===== src/rtl/fe_hazard_ctrl.sv =====
module fe_hazard_ctrl #(
  parameter logic [31:0] RESET_PC = 32'h0000_0000,
  parameter logic [31:0] NOP_WORD = 32'h0000_0000
) (
  input  logic        clk,
  input  logic        rst,
  output logic [31:0] fetch_addr,
  input  logic [31:0] fetch_word,
  output logic [4:0]  rf_rs_idx,
  output logic [4:0]  rf_rt_idx,
  input  logic [31:0] rf_rs_data,
  input  logic [31:0] rf_rt_data,
  output logic        hazard_stall,
  output logic        branch_flush,
  output logic        ex_mem_read,
  output logic        ex_mem_write,
  output logic        ex_reg_write,
  output logic        ex_mem_to_reg,
  output logic        ex_alu_src,
  output logic        ex_reg_dst,
  output logic [1:0]  ex_alu_op,
  output logic [4:0]  ex_rs_idx,
  output logic [4:0]  ex_rt_idx,
  output logic [4:0]  ex_rd_idx,
  output logic [5:0]  ex_funct,
  output logic [31:0] ex_rs_val,
  output logic [31:0] ex_rt_val,
  output logic [31:0] ex_imm
);

  localparam logic [5:0] OP_REG   = 6'h00;
  localparam logic [5:0] OP_LOAD  = 6'h23;
  localparam logic [5:0] OP_STORE = 6'h2B;
  localparam logic [5:0] OP_BEQ   = 6'h04;

  logic [31:0] pc_q;
  logic [31:0] dec_word_q;
  logic [31:0] dec_pc4_q;

  wire [5:0]  dec_op   = dec_word_q[31:26];
  wire [4:0]  dec_rs   = dec_word_q[25:21];
  wire [4:0]  dec_rt   = dec_word_q[20:16];
  wire [4:0]  dec_rd   = dec_word_q[15:11];
  wire [5:0]  dec_fn   = dec_word_q[5:0];
  wire [31:0] dec_sext = {{16{dec_word_q[15]}}, dec_word_q[15:0]};

  wire [31:0] seq_pc    = pc_q + 32'd4;
  wire [31:0] jump_pc   = dec_pc4_q + {dec_sext[29:0], 2'b00};
  wire        load_dep  = ex_mem_read && (ex_rt_idx != 5'd0) &&
                          ((ex_rt_idx == dec_rs) || (ex_rt_idx == dec_rt));
  wire        ops_equal = (rf_rs_data == rf_rt_data);
  wire        advance   = !load_dep;

  assign hazard_stall = load_dep;
  assign branch_flush = (dec_op == OP_BEQ) && ops_equal && advance;
  assign fetch_addr   = pc_q;
  assign rf_rs_idx    = dec_rs;
  assign rf_rt_idx    = dec_rt;

  logic       c_mr, c_mw, c_rw, c_m2r, c_as, c_rd;
  logic [1:0] c_op;

  always_comb begin
    {c_mr, c_mw, c_rw, c_m2r, c_as, c_rd} = 6'b0;
    c_op = 2'd0;
    case (dec_op)
      OP_REG:   begin c_rw = 1'b1; c_rd = 1'b1; c_op = 2'd2; end
      OP_LOAD:  begin c_mr = 1'b1; c_rw = 1'b1; c_m2r = 1'b1; c_as = 1'b1; end
      OP_STORE: begin c_mw = 1'b1; c_as = 1'b1; end
      OP_BEQ:   c_op = 2'd1;
      default:  ;
    endcase
  end

  always_ff @(posedge clk) begin
    if (rst)          pc_q <= RESET_PC;
    else if (advance) pc_q <= branch_flush ? jump_pc : seq_pc;
  end

  always_ff @(posedge clk) begin
    if (rst) begin
      dec_word_q <= NOP_WORD;
      dec_pc4_q  <= 32'd0;
    end else if (advance) begin
      dec_word_q <= branch_flush ? NOP_WORD : fetch_word;
      dec_pc4_q  <= seq_pc;
    end
  end

  always_ff @(posedge clk) begin
    if (rst || load_dep) begin
      ex_mem_read   <= 1'b0;
      ex_mem_write  <= 1'b0;
      ex_reg_write  <= 1'b0;
      ex_mem_to_reg <= 1'b0;
      ex_alu_src    <= 1'b0;
      ex_reg_dst    <= 1'b0;
      ex_alu_op     <= 2'd0;
    end else begin
      ex_mem_read   <= c_mr;
      ex_mem_write  <= c_mw;
      ex_reg_write  <= c_rw;
      ex_mem_to_reg <= c_m2r;
      ex_alu_src    <= c_as;
      ex_reg_dst    <= c_rd;
      ex_alu_op     <= c_op;
    end
  end

  always_ff @(posedge clk) begin
    if (rst) begin
      ex_rs_idx <= 5'd0;
      ex_rt_idx <= 5'd0;
      ex_rd_idx <= 5'd0;
      ex_funct  <= 6'd0;
      ex_rs_val <= 32'd0;
      ex_rt_val <= 32'd0;
      ex_imm    <= 32'd0;
    end else begin
      ex_rs_idx <= dec_rs;
      ex_rt_idx <= dec_rt;
      ex_rd_idx <= dec_rd;
      ex_funct  <= dec_fn;
      ex_rs_val <= rf_rs_data;
      ex_rt_val <= rf_rt_data;
      ex_imm    <= dec_sext;
    end
  end

  assert_reset_state_R1: assert property (@(posedge clk)
    rst |=> (fetch_addr == RESET_PC) && !ex_reg_write && !ex_mem_read && !ex_mem_write);

  assert_seq_step_R2: assert property (@(posedge clk) disable iff (rst)
    (!hazard_stall && !branch_flush) |=> fetch_addr == $past(fetch_addr) + 32'd4);

  assert_zero_dest_R4: assert property (@(posedge clk) disable iff (rst)
    (ex_mem_read && ex_rt_idx == 5'd0) |-> !hazard_stall);

  assert_hold_R5: assert property (@(posedge clk) disable iff (rst)
    hazard_stall |=> $stable(fetch_addr) && $stable(rf_rs_idx) && $stable(rf_rt_idx));

  assert_bubble_R6: assert property (@(posedge clk) disable iff (rst)
    hazard_stall |=> !ex_mem_read && !ex_mem_write && !ex_reg_write && ex_alu_op == 2'd0);

  assert_single_stall_R6: assert property (@(posedge clk) disable iff (rst)
    hazard_stall |=> !hazard_stall);

  assert_squash_nop_R8: assert property (@(posedge clk) disable iff (rst)
    branch_flush |=> rf_rs_idx == 5'd0 && rf_rt_idx == 5'd0);

  assert_stall_first_R10: assert property (@(posedge clk) disable iff (rst)
    !(hazard_stall && branch_flush));

endmodule


===== config.mk =====
export PLATFORM = sky130hd
export DESIGN_NAME = fe_hazard_ctrl
export DESIGN_NICKNAME = d
export VERILOG_FILES = /design/src/rtl/fe_hazard_ctrl.sv
export SDC_FILE = /design/constraint.sdc
export NUM_CORES = 1
export LEC_CHECK = 0
export ABC_AREA = 0
export BUFFER_PORTS_ARGS = -buffer_cell sky130_fd_sc_hd__buf_4
export CAP_MARGIN = 20
export CORE_UTILIZATION = 45
export DETAILED_ROUTE_END_ITERATION = 10
export PLACE_DENSITY_LB_ADDON = 0.15
export SYNTH_ARGS = -nofsm -noshare
export SYNTH_HDL_FRONTEND = slang
export SYNTH_SLANG_ARGS = --single-unit

===== constraint.sdc =====
create_clock -name clk -period 2.9 [get_ports clk]
set_clock_uncertainty 0.05 [all_clocks]
set_input_delay 0.87 -clock clk [delete_from_list [all_inputs] [get_ports clk]]
set_output_delay 0.87 -clock clk [all_outputs]
set_load 0.01 [all_outputs]

==> metrics.md, run 1 <==
| Metric | Value |
|---|---|
| Outcome | finished, violations left |
| Violated checks | negative setup slack |
| Top cell type's share of synthesized area | 0.405 |
| Antenna Nets Post-Route | 0 |
| Remaining Overflow, GRT | 0 |
| R2r setup slk | -0.02 ns |
| # Max-Cap Violations | 0 |
| Hold path cells | 2 |
| CTS tree | yes |
| Bufs on Longest Clock Path | 2 |
| Final wirelength | 28,700 um |
| Reg-to-reg critical path startpoint | dec_word_q[29] |
| Max-slew violations | 0 |
| Post-synthesis cell count | 1,107 |
| Max VDD drop | 0.398 mV |
| CP required | 1.98 ns |
| RSZ-0062 raised after global routing | true |
| Worst reg2reg path depth | 11 |
| Vias per cell | 5.37 |
| Top cells by area, synth | dfxtp_1, nor2b_1, xor2_1 |
| Max FO, Critical Path | 2 |
| Vias | 8,909 |
| Count leader, synth | dfxtp_1 |
| Unique masters post-synth | 69 |
| Gp weighted congestion | 0.905 |
| Crit. End Element | primary output |
| Worst-skew pair later-pin latency | 0.43 ns |
| Hold endpoint | dec_pc4_q[0] |
| Ant diodes | 0 |
| I/O pin total | 267 |
| HP Class | flip-flop to flip-flop |
| Biggest area consumer among synthesized cells | dfxtp_1 |
| Final count of negative-setup-slack endpoints | 2 |
| Max Freq | 0.331 GHz |
| Average cell area after synthesis | 8.62 sq um |
| Iter 0 DRT Violations | 506 |
| Area growth from synthesis to layout | 35.6% |
| Pwr dens | 452 mW/mm^2 |
| Crit Path Class | input pin to primary output |
| Final hold violation count | 0 |
| Worst setup SP type | input pin |
| Leakage power | 5.85 nW |
| Min Tclk post-route | 3.02 ns |
| Vias in the first global route | 8,182 |
| Most frequent cells after synthesis | dfxtp_1, nand2_1, nor2b_1, nor2_1, a21oi_1 |
| Relative slew slack | 0.430 |
| Worst-margin pin slew | 0.855 ns |
| Layout cells sized above 1 | 0.308 |
| Starting density of the core | 0.466 |
| Post-synth EDFFs | 0 |
| Hold Buf Count CTS | 0 |
| Mapped Nets | 1,236 |
| Largest net degree at the start of global routing | 99 |
| Die width | 148 um |
| Placed inst area | 0.0119 sq mm |
| Die area | 0.0218 sq mm |
| CTS buffer count | 17 |
| # clock sinks | 193 |
| Area of all placed cells without fillers | 0.0129 sq mm |
| Final period util | 1.04 |
| WL/cell | 17.3 um |
| Layout net count | 1,505 |
| First-pass GRT wire length | 44,100 um |
| RR Endpoint | fetch_addr[23] |
| Worst Hold Launch | dec_pc4_q[0] |
| Reg clk slew, reported paths | 0.07 ns |
| DR pass1 iterations | 7 |
| Most used DFF post-synth | dfxtp_1 |
| Core box area | 0.0205 sq mm |
| DRC Markers | 0 |
| Async SR Flop Fraction | 0 |
| CP arrival | 2.10 ns |
| Yosys reg bits | 193 |
| Post-DP HPWL | 21,300 um |
| Seq/Total Area, Yosys | 0.405 |
| Die Y | 148 um |
| Post-synthesis cell area | 0.00954 sq mm |
| Clock tree root buffer cell | clkbuf_16 |
| Post-route setup TNS | -0.135 ns |
| Htree depth | 4 |
| GRT Util Overall | 0.260 |
| Post-route setup slack | -0.119 ns |
| IO buf count | 266 |
| Cell row count | 52 |
| Initial antenna violation count | 0 |
| Synth warn | 0 |
==> where the power goes <==
part           total, W  internal (W)  switching [W]
Sequential      0.00281       0.00274      0.0000614
Clock           0.00235       0.00123        0.00112
Combinational  0.000691      0.000358       0.000332
==> timing repair <==
item,4_1_cts,5_1_grt
endpoints found under the setup margin,2,12
buffers inserted,4,9
pin swaps,13,27
resized for setup,18,48
hold endpoints to repair,0,0
==> cell usage in the layout (no fill, tap or decap), types with 13 or more instances in the layout <==
cell type  count
nor2b_1       94
and3_1        13
nand3_1       47
nand2_1       99
a21o_1        16
ha_1          28
a21oi_1       73
xor2_1        47
clkbuf_16     17
o21ai_0       26
nor3_1        21
xnor2_1       31
a211oi_1      34
dfxtp_1      191
nor2_1        78
buf_4        328
==> how the worst max path moves through the flow <==
stage / from / slack, ns / to / depth (start not counted)
after floorplan: rf_rt_data[31] / 0.02 / branch_flush / 5
after global placement: rf_rt_data[22] / -0.33 / branch_flush / 7
after detailed placement: rf_rt_data[22] / -0.36 / branch_flush / 7
after CTS: rf_rs_data[15] / -0.16 / branch_flush / 7
after global routing: dec_word_q[29] / -0.19 / branch_flush / 6
final: rf_rt_data[10] / -0.12 / branch_flush / 7
==> per-stage QoR <==
stage	power [W]	worst slack (ns)	hold WS (ns)	instances	util
2_1_floorplan	0.00318	0.0236	0.382	1107	-
6_report	0.00585	-0.119	0.410	1659	0.631
3_3_place_gp	0.00351	-0.334	0.388	1614	0.581
4_1_cts	0.00586	-0.155	0.406	1650	0.616
3_5_place_dp	0.00352	-0.359	0.395	1614	0.581
5_1_grt	0.00606	-0.187	0.414	1659	0.631
==> metal layers <==
metal  share of wire  routed length [um]  global-route usage
met1            0.44               12700               0.336
met2            0.48               13800               0.443
met3           0.058                1670              0.0401
met4           0.019                 555              0.0835
met5               0                   0                   0
==> area by class of cell <==
cell class              instances  area, sq um
flip-flops and latches        193         3870
inverters                      10         40.0
repair buffers                346         2720
clock buffers                  20          437
well taps                     270          338
fillers                      1776         7550
multi-input cells             808         5400
clock inverters                12          144
==> logic make-up after synthesis <==
kind of cell | share of synthesized area
buffers and inverters | 0.0585
adder cells (fa/ha/maj) | 0.0414
AO/OA/AOI/OAI | 0.163
multiplexers | 0.00970
flip-flops | 0.405
AND/OR/NAND/NOR | 0.244
XOR/XNOR | 0.0789
==> critical path: stages <==
cell and delay [ns]:
buf_4 0.11, xor2_1 0.19, nor4_1 0.25, and4_1 0.28
nand3_2 0.12, nor2_4 0.14, buf_6 0.12
Note: power is estimated with default switching activity, not from simulation.
==> inputs of run 2 (changes only) <==
Settings changed: CORE_MARGIN set to 2, PLACE_DENSITY set to 0.7, PLACE_DENSITY_LB_ADDON 0.15 to not set.
==> run 2 against run 1 <==
Effect of this change: the run still ends with negative setup slack left; highest routed layer unchanged; cell area rose by 0.91%; total power rose by 1.3%; largest cell class unchanged; flip-flop and latch count did not move; critical path type unchanged; utilization fell by 0.63 points; global-route usage rose by 1.1 points; register-to-register slack improved by 0.02 ns; maximum frequency fell by 3.3%.
==> metrics.md, run 2 (synthesis results as in run 1) <==
| Metric | Value |
|---|---|
| Max VDD drop | 0.350 mV (was 0.398 mV) |
| Worst path max stage delay | 0.38 ns (was 0.28 ns) |
| Leakage power | 5.87 nW (was 5.85 nW) |
| Vias in the first global route | 8,463 (was 8,182) |
| Worst-margin pin slew | 0.878 ns (was 0.855 ns) |
| Initial antenna violation count | 1 (was 0) |
| Remaining Overflow, GRT | 0 (unchanged) |
| Vias per cell | 5.46 (was 5.37) |
| Min Tclk post-route | 3.12 ns (was 3.02 ns) |
| RSZ-0062 raised after global routing | true (unchanged) |
| CP required | 1.98 ns (about the same) |
| Critical path cell sequence | buf_6 > xor2_2 > nor4_1 > and4_4 > nand3_4 > nor2_4 > buf_6 (was buf_4 > xor2_1 > nor4_1 > and4_1 > nand3_2 > nor2_4 > buf_6) |
| Vias | 9,113 (was 8,909) |
| Final wirelength | 30,700 um (was 28,700 um) |
| Max FO, Critical Path | 3 (was 2) |
| Layout net count | 1,510 (was 1,505) |
| DR pass1 iterations | 5 (was 7) |
| WL/cell | 18.4 um (was 17.3 um) |
| R2r setup slk | 0 ns (was -0.02 ns) |
| Die width | 150 um (was 148 um) |
| Reg clk slew, reported paths | 0.07 ns (about the same) |
| Gp weighted congestion | 0.947 (was 0.905) |
| Post-DP HPWL | 22,100 um (was 21,300 um) |
| Worst reg2reg path depth | 10 (was 11) |
| Reg-to-reg critical path startpoint | dec_word_q[29] (unchanged) |
| First-pass GRT wire length | 46,600 um (was 44,100 um) |
| Antenna Nets Post-Route | 0 (unchanged) |
| Critical Path Most Common Cell | buf_6 |
| Hold path cells | 2 (unchanged) |
| Crit. End Element | primary output (unchanged) |
| Pre-CTS setup slack | -0.343 ns (was -0.359 ns) |
| Layout cells sized above 1 | 0.315 (was 0.308) |
| Worst Hold Launch | dec_pc4_q[1] (was dec_pc4_q[0]) |
| Die area | 0.0224 sq mm (was 0.0218 sq mm) |
| Max Freq | 0.320 GHz (was 0.331 GHz) |
| Hold endpoint | dec_pc4_q[1] (was dec_pc4_q[0]) |
| Final Non-Filler Cells | 1,670 (was 1,659) |
| Post-route setup TNS | -0.222 ns (was -0.135 ns) |
| Core box area | 0.0209 sq mm (was 0.0205 sq mm) |
| CTS tree | yes (unchanged) |
| RR Endpoint | fetch_addr[30] (was fetch_addr[23]) |
| Max-slew violations | 0 (unchanged) |
| # Max-Cap Violations | 0 (unchanged) |
| Commonest cells after routing, fill and taps aside | buf_4, dfxtp_1, nand2_1, nor2b_1, nor2_1 (unchanged) |
| Worst-skew pair later-pin latency | 0.45 ns (was 0.43 ns) |
| Commonest non-fill, non-tap cell in the layout | buf_4 (unchanged) |
| # clock sinks | 193 (unchanged) |
| Relative slew slack | 0.413 (was 0.430) |
| Total power | 0.00592 W (was 0.00585 W) |
| Bufs on Longest Clock Path | 2 (unchanged) |
| IO buf count | 266 (unchanged) |
| Critical-path top delay cell | nor4_1 (was and4_1) |
| Die Y | 150 um (was 148 um) |
| Pwr dens | 454 mW/mm^2 (was 452 mW/mm^2) |
| Final hold violation count | 0 (unchanged) |
| Iter 0 DRT Violations | 584 (was 506) |
| Htree depth | 4 (unchanged) |
| Violated checks | negative setup slack (unchanged) |
| Area growth from synthesis to layout | 36.8% (was 35.6%) |
| Largest net degree at the start of global routing | 118 (was 99) |
| GRT Util Overall | 0.271 (was 0.260) |
| Outcome | finished, violations left (unchanged) |
| Util after Layout | 0.625 (was 0.631) |
| Hold Buf Count CTS | 0 (unchanged) |
| Cell row count | 53 (was 52) |
| Final count of negative-setup-slack endpoints | 2 (unchanged) |
| Final period util | 1.08 (was 1.04) |
| CTS buffer count | 17 (unchanged) |
| Clock tree root buffer cell | clkbuf_16 (unchanged) |
| Starting density of the core | 0.457 (was 0.466) |
| I/O pin total | 267 (unchanged) |
| DRC Markers | 0 (unchanged) |
| HP Class | flip-flop to flip-flop (unchanged) |
| CP arrival | 2.20 ns (was 2.10 ns) |
| Post-route setup slack | -0.220 ns (was -0.119 ns) |
| Placed cell count | 1,617 (was 1,614) |
| Crit Path Class | input pin to primary output (unchanged) |
| Worst setup SP type | input pin (unchanged) |
[run 2: cell types whose count changed in the layout (fill, tap and decap cells not counted), sizes merged]
cell and delta:
bufbuf +2, clkinv -2, diode +1, clkbuf -2, buf +3, clkinvlp +3, inv +1
[run 2: layout make-up]
class,instances,area (sq um)
fill,1797,7830
multi-input combinational,808,5410
sequential,193,3880
timing repair buffer,351,2790
clock buffer,18,429
tap,275,344
clock inverter,14,170
inverter,10,40.0
antenna,1,2.50
[run 2: worst max-delay path: cells and delay by family]
family | cells | cell delay (ns)
and+or+nand+nor | 4 | 0.92
buffers and inverters | 2 | 0.23
xor gates and xnor gates | 1 | 0.18
[run 2: metal layers]
layer	part of all wire	vias up	global-route usage	wire length (um)
met5	0	-	0	0
met4	0.040	0	0.120	1220
met3	0.077	87	0.0625	2350
met2	0.47	373	0.444	14300
met1	0.42	4239	0.340	12800
li1	-	4414	-	-
[run 2: through the flow]
stage	hold WS (ns)	cell area (sq um)
6_report	0.411	13100
5_1_grt	0.437	13100
4_1_cts	0.412	12900
3_5_place_dp	0.402	11900
3_3_place_gp	0.391	11900
2_1_floorplan	0.382	9540
[run 2: worst max path at each step]
stage / startpoint / endpoint / cells past startpoint
4_1_cts: rf_rs_data[18] / branch_flush / 7
5_1_grt: rf_rt_data[28] / branch_flush / 7
3_5_place_dp: rf_rt_data[22] / branch_flush / 7
6_report: rf_rs_data[1] / branch_flush / 7
3_3_place_gp: rf_rt_data[22] / branch_flush / 7
2_1_floorplan: rf_rt_data[31] / branch_flush / 5
[run 2: power by group]
| group | internal [W] | switching, W | total (W) |
|---|---|---|---|
| clock network | 0.00123 | 0.00115 | 0.00239 |
| registers | 0.00274 | 0.0000623 | 0.00281 |
| logic | 0.000374 | 0.000357 | 0.000730 |
[run 2: timing repair]
action / 4_1_cts / 5_1_grt
gates resized for setup: 41 / 23
setup buffers: 13 / 5
cloned: 2 / 0
setup endpoints to repair: 5 / 17
pin swaps: 18 / 11
==> inputs of run 3 (changes only) <==
Clock period 2.9 ns to 3.7 ns, I/O delays scaled along.
==> run 3 against run 2 <==
Effect of this change: clock-buffer cell count up 1; hold slack worse by 0.010 ns; highest routed layer unchanged; the run now ends clean; setup slack improved by 0.26 ns; largest power group unchanged.
==> metrics.md, run 3 (synthesis results as in run 1) <==
| Metric | Value |
|---|---|
| Outcome | finished clean (was finished, violations left) |
| Crit Path Class | input pin to primary output (unchanged) |
| DR pass1 iterations | 5 (unchanged) |
| Max Freq | 0.273 GHz |
| Pwr dens | 366 mW/mm^2 (was 454 mW/mm^2) |
| Final Non-Filler Cells | 1,600 (was 1,670) |
| Final period util | 0.989 |
| Post-DP HPWL | 21,400 um (was 22,100 um) |
| Gp weighted congestion | 0.934 (was 0.947) |
| Vias per cell | 5.46 (about the same) |
| Crit. End Element | primary output (unchanged) |
| Worst reg2reg path depth | 9 (was 10) |
| Max-slew violations | 0 (unchanged) |
| Initial antenna violation count | 0 (was 1) |
| RR Endpoint | fetch_addr[31] (was fetch_addr[30]) |
| Hold path cells | 2 (unchanged) |
| Remaining Overflow, GRT | 0 (unchanged) |
| R2r setup slk | 0.61 ns (was 0 ns) |
| Largest net degree at the start of global routing | 124 (was 118) |
| # clock sinks | 193 (unchanged) |
| Util after Layout | 0.579 (was 0.625) |
| Worst setup SP type | input pin (unchanged) |
| IO buf count | 266 (unchanged) |
| Pre-CTS setup slack | -0.0495 ns (was -0.343 ns) |
| WL/cell | 18.0 um (was 18.4 um) |
| First-pass GRT wire length | 44,600 um (was 46,600 um) |
| GRT Util Overall | 0.255 (was 0.271) |
| Max FO, Critical Path | 3 (unchanged) |
| Hold endpoint | dec_pc4_q[1] (unchanged) |
| CP arrival | 2.50 ns (was 2.20 ns) |
| Layout net count | 1,442 (was 1,510) |
| Placed cell count | 1,568 (was 1,617) |
| Post-route setup slack | 0.0414 ns (was -0.220 ns) |
| Iter 0 DRT Violations | 642 (was 584) |
| # Max-Cap Violations | 0 (unchanged) |
| CTS tree | yes (unchanged) |
| Cell row count | 53 (unchanged) |
| Clock tree root buffer cell | clkbuf_16 (unchanged) |
| Commonest cells after routing, fill and taps aside | buf_4, dfxtp_1, nand2_1, nor2b_1, nor2_1 (unchanged) |
| Antenna Nets Post-Route | 0 (unchanged) |
| Core box area | 0.0209 sq mm (unchanged) |
| CTS buffer count | 17 (unchanged) |
| DRC Markers | 0 (unchanged) |
| Final hold violation count | 0 (unchanged) |
| Layout cells sized above 1 | 0.253 (was 0.315) |
| Total power | 0.00443 W (was 0.00592 W) |
| Vias in the first global route | 8,087 (was 8,463) |
| Worst Hold Launch | dec_pc4_q[1] (unchanged) |
| Leakage power | 5.45 nW (was 5.87 nW) |
| Die area | 0.0224 sq mm (unchanged) |
| Fill count | 1,892 (was 1,797) |
| Min Tclk post-route | 3.66 ns |
| Reg-to-reg critical path startpoint | dec_word_q[3] (was dec_word_q[29]) |
| Bufs on Longest Clock Path | 2 (unchanged) |
| Max VDD drop | 0.288 mV (was 0.350 mV) |
| Worst-skew pair later-pin latency | 0.43 ns (was 0.45 ns) |
| Die width | 150 um (unchanged) |
| Final wirelength | 28,800 um (was 30,700 um) |
| HP Class | flip-flop to flip-flop (unchanged) |
| Die Y | 150 um (unchanged) |
| Worst-margin pin slew | 0.841 ns (was 0.878 ns) |
| I/O pin total | 267 (unchanged) |
| Post-route setup TNS | 0 ns (was -0.222 ns) |
| CP required | 2.54 ns (was 1.98 ns) |
| Htree depth | 4 (unchanged) |
| Ant diodes | 0 (was 1) |
| Reg clk slew, reported paths | 0.07 ns (about the same) |
| Vias | 8,738 (was 9,113) |
| RSZ-0062 raised after global routing | false (was true) |
| Final count of negative-setup-slack endpoints | 0 (was 2) |
| Commonest non-fill, non-tap cell in the layout | buf_4 (unchanged) |
| Starting density of the core | 0.457 (unchanged) |
| Relative slew slack | 0.437 (was 0.413) |
| Area growth from synthesis to layout | 26.8% (was 36.8%) |
run 3: worst max-delay path by stage:
stage                         from            to  depth (start not counted)
floorplan           rf_rt_data[31]  branch_flush                          5
global placement     rf_rt_data[4]  branch_flush                          7
detailed placement   rf_rt_data[4]  branch_flush                          7
CTS                  rf_rt_data[4]  branch_flush                          7
global route        rf_rt_data[24]  branch_flush                          7
finish               rf_rt_data[9]  branch_flush                          7
run 3: final cells by class:
class	instances	area [sq um]	share of cell area
clock buffers	19	443	0.0366
clock inverters	12	98.8	0.00817
inverters	10	37.5	0.00310
multi-input cells	808	5150	0.426
flip-flops and latches	193	3860	0.319
well taps	275	344	0.0284
repair buffers	283	2160	0.179
run 3: per-stage QoR:
| step | instance area, sq um | hold WS (ns) |
|---|---|---|
| finish | 12100 | 0.400 |
| global route | 12100 | 0.433 |
| CTS | 12100 | 0.404 |
| detailed placement | 11500 | 0.395 |
| global placement | 11500 | 0.389 |
| floorplan | 9540 | 0.382 |
run 3: where the power goes:
| part | internal (W) | total (W) | switching (W) |
|---|---|---|---|
| logic | 0.000252 | 0.000501 | 0.000249 |
| clock network | 0.000892 | 0.00173 | 0.000836 |
| registers | 0.00215 | 0.00220 | 0.0000505 |
| total | 0.00330 | 0.00443 | 0.00114 |
run 3: what timing repair did:
item                                    4_1_cts  5_1_grt
endpoints found under the setup margin        1        1
pin swaps                                     0        3
buffers inserted                              0        1
resized for setup                             1        4
hold buffers                                  0        0
run 3: critical path, stage by stage:
cell	delay [ns]
buf_4	0.12
xor2_1	0.19
nor4_1	0.34
and3_2	0.28
nand3_2	0.11
nor2_2	0.20
buf_4	0.15
run 3: per-layer routing:
| metal | routed length (um) | global-route usage | part of all wire |
|---|---|---|---|
| met1 | 12500 | 0.341 | 0.43 |
| met3 | 2100 | 0.0476 | 0.073 |
| met2 | 13500 | 0.423 | 0.47 |
| met5 | 0 | 0 | 0 |
| met4 | 633 | 0.0710 | 0.022 |
